**src/rtl/stby_pkg.sv**
```systemverilog
package stby_pkg;

    typedef enum logic [2:0] {
        ST_RUN    = 3'd0,
        ST_STK_W  = 3'd1,
        ST_STK_S  = 3'd2,
        ST_WAIT   = 3'd3,
        ST_STOP   = 3'd4,
        ST_SETTLE = 3'd5,
        ST_RESUME = 3'd6
    } stby_state_e;

    typedef enum logic [1:0] {
        ACT_NONE = 2'd0,
        ACT_CONT = 2'd1,
        ACT_SVC  = 2'd2,
        ACT_RST  = 2'd3
    } resume_act_e;

    typedef struct packed {
        stby_state_e state;
        resume_act_e act;
    } stby_regs_t;

    // Reset dominates, then anything to be serviced, else plain continue.
    function automatic resume_act_e pick_action(input logic rst_ev, input logic svc_ev);
        if (rst_ev)
            return ACT_RST;
        else if (svc_ev)
            return ACT_SVC;
        else
            return ACT_CONT;
    endfunction

endpackage

```
**src/rtl/stby_wake_src.sv**
```systemverilog
module stby_wake_src
    import stby_pkg::*;
(
    input  logic        clk,
    input  logic        rst_n,
    input  logic        irq_n,
    input  logic        irq_edge_mode,
    input  logic        xirq_n,
    input  logic        per_irq,
    input  logic        rst_pin_n,
    input  logic        x_mask,
    output logic        irq_fall,
    output logic        rst_ev,
    output logic        wake_light,
    output logic        wake_deep,
    output resume_act_e act_light,
    output resume_act_e act_deep
);

    typedef struct packed {
        logic irq_prev;
    } src_regs_t;

    src_regs_t cur_q, nxt_d;

    logic irq_ev_light;
    logic irq_ev_deep;
    logic nmi_ev;
    logic nmi_svc;
    logic svc_light;
    logic svc_deep;

    always_comb begin
        nxt_d          = cur_q;
        nxt_d.irq_prev = irq_n;

        irq_fall     = cur_q.irq_prev & ~irq_n;
        irq_ev_light = irq_edge_mode ? irq_fall : ~irq_n;
        irq_ev_deep  = irq_edge_mode & irq_fall;
        nmi_ev       = ~xirq_n;
        nmi_svc      = nmi_ev & ~x_mask;
        rst_ev       = ~rst_pin_n;

        svc_light  = irq_ev_light | per_irq | nmi_svc;
        svc_deep   = irq_ev_deep | nmi_svc;
        wake_light = rst_ev | nmi_ev | irq_ev_light | per_irq;
        wake_deep  = rst_ev | nmi_ev | irq_ev_deep;
        act_light  = pick_action(rst_ev, svc_light);
        act_deep   = pick_action(rst_ev, svc_deep);
    end

    always_ff @(posedge clk) begin
        if (!rst_n)
            cur_q.irq_prev <= 1'b1;
        else
            cur_q <= nxt_d;
    end

    // a detected falling edge means the pin was high one cycle earlier
    p_fall_needs_high_r7: assert property (@(posedge clk) disable iff (!rst_n)
        irq_fall |-> $past(irq_n));

endmodule

```
**src/rtl/stby_settle_cnt.sv**
```systemverilog
module stby_settle_cnt #(
    parameter int SETTLE_CYC = 4096
) (
    input  logic clk,
    input  logic rst_n,
    input  logic run,
    output logic done
);

    localparam int CW              = (SETTLE_CYC < 2) ? 1 : $clog2(SETTLE_CYC);
    localparam logic [CW-1:0] LAST = CW'(SETTLE_CYC - 1);

    typedef struct packed {
        logic [CW-1:0] cnt;
    } cnt_regs_t;

    cnt_regs_t cur_q, nxt_d;

    always_comb begin
        nxt_d = cur_q;
        done  = run && (cur_q.cnt == LAST);
        if (!run || done)
            nxt_d.cnt = '0;
        else
            nxt_d.cnt = cur_q.cnt + CW'(1);
    end

    always_ff @(posedge clk) begin
        if (!rst_n)
            cur_q.cnt <= '0;
        else
            cur_q <= nxt_d;
    end

    // the settle count never runs past its programmed length
    p_cnt_bound_r8: assert property (@(posedge clk) disable iff (!rst_n)
        run |-> cur_q.cnt <= LAST);

    // an interrupted run restarts from zero
    p_cnt_restart_r8: assert property (@(posedge clk) disable iff (!rst_n)
        !run |=> cur_q.cnt == '0);

endmodule

```
**src/rtl/stby_ctrl.sv**
```systemverilog
module stby_ctrl
    import stby_pkg::*;
#(
    parameter int SETTLE_CYC = 4096
) (
    input  logic       clk,
    input  logic       rst_n,
    input  logic       wait_req,
    input  logic       stop_req,
    input  logic       s_mask,
    input  logic       x_mask,
    input  logic       stack_done,
    input  logic       irq_n,
    input  logic       irq_edge_mode,
    input  logic       xirq_n,
    input  logic       per_irq,
    input  logic       rst_pin_n,
    output logic       cpu_halt,
    output logic       per_clk_en,
    output logic       osc_en,
    output logic       resume_vld,
    output logic [1:0] resume_act
);

    stby_regs_t  cur_q, nxt_d;

    logic        irq_fall;
    logic        rst_ev;
    logic        wake_light;
    logic        wake_deep;
    resume_act_e act_light;
    resume_act_e act_deep;
    logic        settle_run;
    logic        settle_done;

    stby_wake_src u_src (
        .clk           (clk),
        .rst_n         (rst_n),
        .irq_n         (irq_n),
        .irq_edge_mode (irq_edge_mode),
        .xirq_n        (xirq_n),
        .per_irq       (per_irq),
        .rst_pin_n     (rst_pin_n),
        .x_mask        (x_mask),
        .irq_fall      (irq_fall),
        .rst_ev        (rst_ev),
        .wake_light    (wake_light),
        .wake_deep     (wake_deep),
        .act_light     (act_light),
        .act_deep      (act_deep)
    );

    assign settle_run = (cur_q.state == ST_SETTLE);

    stby_settle_cnt #(
        .SETTLE_CYC (SETTLE_CYC)
    ) u_settle (
        .clk   (clk),
        .rst_n (rst_n),
        .run   (settle_run),
        .done  (settle_done)
    );

    always_comb begin
        nxt_d = cur_q;
        unique case (cur_q.state)
            ST_RUN: begin
                nxt_d.act = ACT_NONE;
                if (wait_req) begin
                    nxt_d.state = ST_STK_W;
                end else if (stop_req) begin
                    if (s_mask) begin
                        nxt_d.state = ST_RESUME;
                        nxt_d.act   = ACT_CONT;
                    end else begin
                        nxt_d.state = ST_STK_S;
                    end
                end
            end
            ST_STK_W, ST_STK_S: begin
                if (rst_ev) begin
                    nxt_d.state = ST_RESUME;
                    nxt_d.act   = ACT_RST;
                end else if (stack_done) begin
                    nxt_d.state = (cur_q.state == ST_STK_W) ? ST_WAIT : ST_STOP;
                end
            end
            ST_WAIT: begin
                if (wake_light) begin
                    nxt_d.state = ST_RESUME;
                    nxt_d.act   = act_light;
                end
            end
            ST_STOP: begin
                if (wake_deep) begin
                    nxt_d.state = ST_SETTLE;
                    nxt_d.act   = act_deep;
                end
            end
            ST_SETTLE: begin
                if (rst_ev)
                    nxt_d.act = ACT_RST;
                if (settle_done)
                    nxt_d.state = ST_RESUME;
            end
            ST_RESUME: begin
                nxt_d.state = ST_RUN;
                nxt_d.act   = ACT_NONE;
            end
            default: begin
                nxt_d.state = ST_RUN;
                nxt_d.act   = ACT_NONE;
            end
        endcase
    end

    always_ff @(posedge clk) begin
        if (!rst_n) begin
            cur_q.state <= ST_RUN;
            cur_q.act   <= ACT_NONE;
        end else begin
            cur_q <= nxt_d;
        end
    end

    always_comb begin
        cpu_halt   = (cur_q.state == ST_WAIT) || (cur_q.state == ST_STOP) ||
                     (cur_q.state == ST_SETTLE);
        osc_en     = (cur_q.state != ST_STOP);
        per_clk_en = (cur_q.state != ST_STOP) && (cur_q.state != ST_SETTLE);
        resume_vld = (cur_q.state == ST_RESUME);
        resume_act = resume_vld ? cur_q.act : ACT_NONE;
    end

    // the halt only rises after stacking was reported
    p_halt_after_stack_r2: assert property (@(posedge clk) disable iff (!rst_n)
        $rose(cpu_halt) |-> $past(stack_done));

    // a masked stop request returns a continue strobe without halting
    p_stop_noop_r4: assert property (@(posedge clk) disable iff (!rst_n)
        (cur_q.state == ST_RUN && stop_req && !wait_req && s_mask)
        |=> (resume_vld && !cpu_halt && resume_act == ACT_CONT));

    // without an external event deep sleep keeps the clocks off
    p_deep_hold_r6: assert property (@(posedge clk) disable iff (!rst_n)
        (cur_q.state == ST_STOP && rst_pin_n && xirq_n && !irq_fall)
        |=> (cpu_halt && !osc_en && !per_clk_en));

    // reset pin during light sleep yields a reset action next cycle
    p_rst_wake_r10: assert property (@(posedge clk) disable iff (!rst_n)
        (cur_q.state == ST_WAIT && !rst_pin_n)
        |=> (resume_vld && resume_act == ACT_RST));

    // the resume strobe is a single cycle and the core runs after it
    p_resume_pulse_r11: assert property (@(posedge clk) disable iff (!rst_n)
        resume_vld |=> (!resume_vld && !cpu_halt));

    // the core is released only with both clocks running
    p_resume_clocks_r8: assert property (@(posedge clk) disable iff (!rst_n)
        $fell(cpu_halt) |-> (osc_en && per_clk_en && resume_vld));

endmodule

```
**config.mk**
```make
export PLATFORM = sky130hd
export DESIGN_NAME = stby_ctrl
export DESIGN_NICKNAME = d
export VERILOG_FILES = /design/src/rtl/stby_pkg.sv /design/src/rtl/stby_wake_src.sv /design/src/rtl/stby_settle_cnt.sv /design/src/rtl/stby_ctrl.sv
export SDC_FILE = /design/constraint.sdc
export NUM_CORES = 1
export LEC_CHECK = 0
export ABC_AREA = 1
export BUFFER_PORTS_ARGS = -buffer_cell sky130_fd_sc_hd__buf_2
export CAP_MARGIN = 20
export CORE_UTILIZATION = 57
export CTS_BUF_LIST = sky130_fd_sc_hd__clkbuf_2
export DETAILED_ROUTE_END_ITERATION = 8
export PLACE_DENSITY = 0.87
export SYNTH_ARGS = -nofsm -noshare
export SYNTH_HDL_FRONTEND = slang
export SYNTH_SLANG_ARGS = --single-unit
export TNS_END_PERCENT = 1
```
**constraint.sdc**
```tcl
create_clock -name clk -period 1.5 [get_ports clk]
set_input_delay 0.3 -clock clk [delete_from_list [all_inputs] [get_ports clk]]
set_output_delay 0.3 -clock clk [all_outputs]
set_load 0.05 [all_outputs]
```
==> results of run 1 <==
stage by stage:
step	setup TNS, ps	utilization [%]	area (µm²)	instances
floorplan	-1.53	-	1110	171
global placement	0	71.5	1250	216
detailed placement	-252	71.5	1250	216
CTS	-400	80.6	1410	227
global route	-778	84.7	1480	231
finish	-353	84.7	1480	231
metal layers:
metal	vias to the layer above	global-route usage, %
li1	603	-
met1	617	37.8
met2	89	57.4
met3	23	9.13
met4	0	13.9
met5	-	0
repair_timing:
| item | in CTS | in global routing |
|---|---|---|
| setup endpoints to repair | 20 | 20 |
| pin swaps | 5 | 4 |
| gates resized for setup | 28 | 13 |
| hold endpoints to repair | 0 | 0 |
| cloned | 0 | 0 |
| buffers inserted | 7 | 4 |
power by group through the flow:
stage / Combinational (W) / Clock [W] / Sequential, W
after floorplan: 0.000827 / 0 / 0.000653
after global placement: 0.00102 / 0 / 0.000667
after detailed placement: 0.00106 / 0 / 0.000671
after CTS: 0.00136 / 0.000227 / 0.000695
after global routing: 0.00162 / 0.000243 / 0.000709
final: 0.00153 / 0.000226 / 0.000703
cell families after synthesis:
logic type                 after synthesis  synth area share (%)
buffers and inverters                   26                  9.45
xor gates and xnor gates                 5                  4.08
AOI/OAI and AO/OA                       18                  9.92
DFF                                     18                  33.6
adders and majority gates                1                  1.17
and+or+nand+nor                        103                  41.8
state kept, by name, indices dropped and copies added (netlist names):
register / cells
u_src.cur_q: 1
cur_q: 5
u_settle.cur_q: 12
worst max-delay path: cells and delay by family (launching register included):
family / cells / cell delay (ps)
and+or+nand+nor: 3 / 360
DFF: 1 / 450
buffers and inverters: 2 / 200
area by class of cell:
type                            instances  area, µm²
Multi-Input combinational cell        127        711
Sequential cell                        18        377
Fill cell                             100        267
Timing Repair Buffer                   32        239
Inverter                               25        101
Tap cell                               25       31.3
Clock buffer                            4       20.0
worst min path at each step:
stage	start	to	slack, ps	depth (start not counted)
5_1_grt	irq_n	u_src.cur_q	200	3
6_report	irq_n	u_src.cur_q	190	3
3_3_place_gp	u_settle.cur_q[0]	u_settle.cur_q[0]	430	1
4_1_cts	irq_n	u_src.cur_q	190	3
3_5_place_dp	u_settle.cur_q[0]	u_settle.cur_q[0]	440	1
2_1_floorplan	rst_n	u_src.cur_q	370	1
cells in the final DEF, fill, tap and decap left out, drive strengths merged, types with 2 or more instances in the layout:
cell type / n
a21oi: 7
buf: 32
clkbuf: 4
dfxtp: 18
inv: 25
nand2: 46
nand3: 12
nand4: 2
nor2: 37
nor3: 2
o21ai: 9
or2: 2
xnor2: 4
==> impl_metrics.yaml, run 1 <==
power:
  pwr-share-clk_pct: 9.2
  p_per_area_mw_per_mm2: 1660
  p_seq_share_pct: 28.6
  comb_power_share_pct: 62.2
  ir_worst_vdd_v: 0.00157
  p_total_w: 0.00246
  p_leak_nw: 0.615
  p_sw_w: 0.00118
  internal_power_w: 0.00128
  p_sw_share_pct: 48.0
global_routing:
  grt_use_total_pct: 33.0
  grt_pass1_wl_mm: 4.87
  overflow: 0
  grt_pass1_vias: 1162
  grt_max_degree: 11
  antenna_found_initial: 0
floorplanning:
  die_width_um: 45.4
  start_util_pct: 61.4
  die_h_um: 45.4
  placementRows: 15
  ioPinCount: 18
  die_area_mm2: 0.00206
  coreArea_mm2: 0.00175
setup_path:
  crit_slowest_cell: "dfxtp_4"
  end_kind: "output pin"
  r2r_start: "u_settle.cur_q[0]"
  crit_path_start_kind: "register"
  worstPathRequired_ps: 1200
  cp_max_fo: 7
  crit_type: "reg -> out"
  rrSetupSlack_ps: 0
  crit_chain: "inv_4 > nand2_4 > nor2_4 > or2_4 > buf_8"
  cpPeakStageDelay_ps: 450
  worstPathArrival_ps: 1320
  worstSetupStartpoint: "cur_q[3]"
  endpoint: "cpu_halt"
  reg2reg_depth: 11
  rr_endpoint: "cur_q[2]"
route:
  dr_total_vias: 1332
  drt-initial-drc-count: 53
  dr_wl_met3_um: 290
  wl_per_cell_um: 15.1
  first_pass_iters: 4
  dr.max_layer_used: "met4"
  met2_length_mm: 1.69
  wl_met1_mm: 1.33
  wl_mm: 3.49
  drc: 0
  final_antenna_net_count: 0
  via_per_inst: 5.77
logic_synthesis:
  ys_warn_count: 0
  postSynth.asyncResetShare_pct: 0
  synth_most_common_cell: "nand2_1"
  yosysUniqueCellTypes: 24
  synth_nets: 184
  synth.ff_latch_count: 18
  synth_common_cells: "43 x nand2_1, 34 x nor2_1, 22 x inv_1, 18 x dfxtp_1, 11 x nand3_1"
  postSynthAreaPerCell_um2: 6.27
  yosys_most_used_dff: "dfxtp_1"
  syn_area_mm2: 0.00107
  syn_inst: 171
  synth_enable_flop_cells: 0
  yosys.area.top_type_share_pct: 33.6
  ys_top_cells_by_area: "dfxtp_1 34%, nand2_1 15%, nor2_1 12%"
  yosys.area.top_type: "dfxtp_1"
  ys_seq_area_share_pct: 33.6
outcome:
  status: "finished, violations left"
  failed_checks: "setup timing"
timing:
  finalCritPeriodShare_pct: 108
  setup_viol_count_final: 5
  tightest_slew_ps: 364
  fmax_mhz: 618
  fin_crit_ps: 1620
  max_slew_margin_pct: 75.5
  skew_ps: 3.26
  maxSlewViolCount: 0
  rsz0062_at_grt: "yes"
  timing.hold.ws_ps: 189
  hold_violations: 0
  setup_slack_ps: -118
job:
  maxCapViolations: 0
clocking:
  worstSkewPairLatency_ps: 300
  cts.sinks: 18
  postCtsHoldBufs: 0
  htree_levels: 1
  tritoncts: "yes"
  cts-root-buf: "clkbuf_2"
  clock_path_buffers: 2
  numCtsBuffers: 3
  clkTransAtPathRegs_ps: 170
place:
  gp_congestion: 0.908
  numPortBuffers: 17
  hpwl_mm: 1.96
  dp_slack_ps: -91.3
hold_path:
  hold_path_class: "in -> reg"
final_layout:
  drive_above_1_share_pct: 35.0
  diodes: 0
  area_delta_synth_final_pct: 37.9
  layout.nets: 220
(Power assumes the default switching activity.)
==> run 2: changes to the inputs <==
==> constraint.sdc (replaced) <==
create_clock -name clk -period 1.5 [get_ports clk]
set_input_delay 0.3 -clock clk [delete_from_list [all_inputs] [get_ports clk]]
set_output_delay 0.3 -clock clk [all_outputs]
set_load 0.1 [all_outputs]
==> impl_metrics.yaml, run 2 (synthesis results as in run 1) <==
place:
  numPortBuffers: 17
  gp_congestion: 0.912
  placed_area_mm2: 0.00135
  dpl.cell_count: 220
  hpwl_mm: 2.14
floorplanning:
  die_area_mm2: 0.00206
  start_util_pct: 61.4
  placementRows: 15
  coreArea_mm2: 0.00175
  die_width_um: 45.4
  die_h_um: 45.4
  ioPinCount: 18
setup_path:
  endpoint: "cpu_halt"
  cpPeakStageDelay_ps: 430
  worstPathRequired_ps: 1200
  rrSetupSlack_ps: -40
  crit_type: "reg -> out"
  rr_endpoint: "cur_q[0]"
  crit_chain: "inv_2 > nand2_2 > nor2_2 > or2_4 > buf_12"
  r2r_start: "cur_q[2]"
  cp_top_family: "flip-flops"
  cp_max_fo: 6
  reg2reg_depth: 9
  critPathBufInv: 2
  crit_cells: 5
  crit_path_start_kind: "register"
  crit_slowest_cell: "dfxtp_4"
  worstSetupStartpoint: "cur_q[3]"
  end_kind: "output pin"
  worstPathArrival_ps: 1350
final_layout:
  layout_common_cells: "39 x nand2_1, 29 x nor2_1, 21 x inv_1, 14 x dfxtp_1, 11 x buf_2"
  diodes: 0
  finalNonFillerCells: 228
  largestRegisters: "u_settle.cur_q x12, cur_q x5, u_src.cur_q x1"
  regArea_um2: 373
  finish.instance_area_mm2: 0.00146
  top_register: "u_settle.cur_q"
  multi_input_area_um2: 666
  final_core_util_pct: 83.5
  final_common_cell: "nand2_1"
  largest_reg_flops: 12
  area_delta_synth_final_pct: 35.9
  layout.nets: 217
  drive_above_1_share_pct: 30.5
  fillCellCount: 119
timing:
  fmax_mhz: 605
  rsz0062_at_grt: "yes"
  fin_crit_ps: 1650
  setup_slack_ps: -152
  finalCritPeriodShare_pct: 110
  hold_violations: 0
  setup_viol_count_final: 9
  maxSlewViolCount: 0
  skew_ps: 3.25
  tightest_slew_ps: 298
  max_slew_margin_pct: 80.0
outcome:
  failed_checks: "setup timing"
  status: "finished, violations left"
power:
  p_seq_share_pct: 26.2
  p_sw_w: 0.00131
  pwr-share-clk_pct: 8.1
  p_leak_nw: 0.609
  comb_power_share_pct: 65.7
  p_sw_share_pct: 51.2
  p_per_area_mw_per_mm2: 1750
  internal_power_w: 0.00124
  ir_worst_vdd_v: 0.00119
route:
  dr_total_vias: 1250
  via_per_inst: 5.48
  dr_wl_met3_um: 199
  wl_met1_mm: 1.06
  first_pass_iters: 4
  wl_per_cell_um: 13.6
  dr.max_layer_used: "met4"
  met2_length_mm: 1.67
  final_antenna_net_count: 0
  wl_mm: 3.09
  drc: 0
  drt-initial-drc-count: 43
clocking:
  postCtsHoldBufs: 0
  cts-root-buf: "clkbuf_2"
  worstSkewPairLatency_ps: 300
  clock_path_buffers: 2
  numCtsBuffers: 3
  cts.sinks: 18
  clkTransAtPathRegs_ps: 170
  tritoncts: "yes"
  htree_levels: 1
job:
  maxCapViolations: 0
global_routing:
  overflow: 0
  grt_pass1_wl_mm: 4.82
  grt_use_total_pct: 32.9
  grt_pass1_vias: 1145
  grt_max_degree: 11
  antenna_found_initial: 0
hold_path:
  hp-start: "irq_n"
  hold_path_class: "in -> reg"
==> run 2: final cells by class <==
cell class	instances	share of cell area [%]
Timing Repair Buffer	29	18.7
Clock buffer	3	1.03
Tap cell	25	2.15
Multi-Input combinational cell	127	45.7
Clock inverter	1	0.258
Inverter	25	6.61
Sequential cell	18	25.6
==> run 2: stage by stage <==
stage	power, W	hold WS [ps]	setup TNS [ps]	setup WS (ps)
floorplan	0.00166	369	-1700	-427
global placement	0.00203	435	0	69.5
detailed placement	0.00209	443	-42.0	-21.9
CTS	0.00248	193	-446	-124
global route	0.00269	185	-1400	-211
finish	0.00255	192	-492	-152
==> run 2: power by group through the flow <==
stage	sequential, W	clock, W	combinational (W)
2_1_floorplan	0.000657	0	0.00101
6_report	0.000669	0.000206	0.00168
5_1_grt	0.000674	0.000232	0.00178
3_5_place_dp	0.000668	0	0.00142
3_3_place_gp	0.000655	0	0.00137
4_1_cts	0.000661	0.000207	0.00161
==> run 2: layer usage <==
layer	global-route usage, %	vias to the layer above
met4	23.0	0
met1	33.1	555
li1	-	596
met5	0	-
met3	7.54	23
met2	59.1	76
==> run 2: timing repair <==
| item | 4_1_cts | 5_1_grt |
|---|---|---|
| buffers inserted | 4 | 0 |
| resized for setup | 13 | 6 |
| endpoints found under the setup margin | 8 | 23 |
| cloned | 0 | 0 |
| pin swaps | 3 | 2 |
==> run 2: worst min path at each step <==
stage                   endpoint  slack, ps  cells past startpoint
2_1_floorplan        u_src.cur_q        370                      1
5_1_grt              u_src.cur_q        190                      3
6_report             u_src.cur_q        190                      3
4_1_cts              u_src.cur_q        190                      3
3_5_place_dp   u_settle.cur_q[0]        440                      1
3_3_place_gp   u_settle.cur_q[0]        440                      1
==> run 2: tightest hold or removal path: stages <==
cell and delay (ps):
buf_2 80, inv_1 40, nand2_1 50
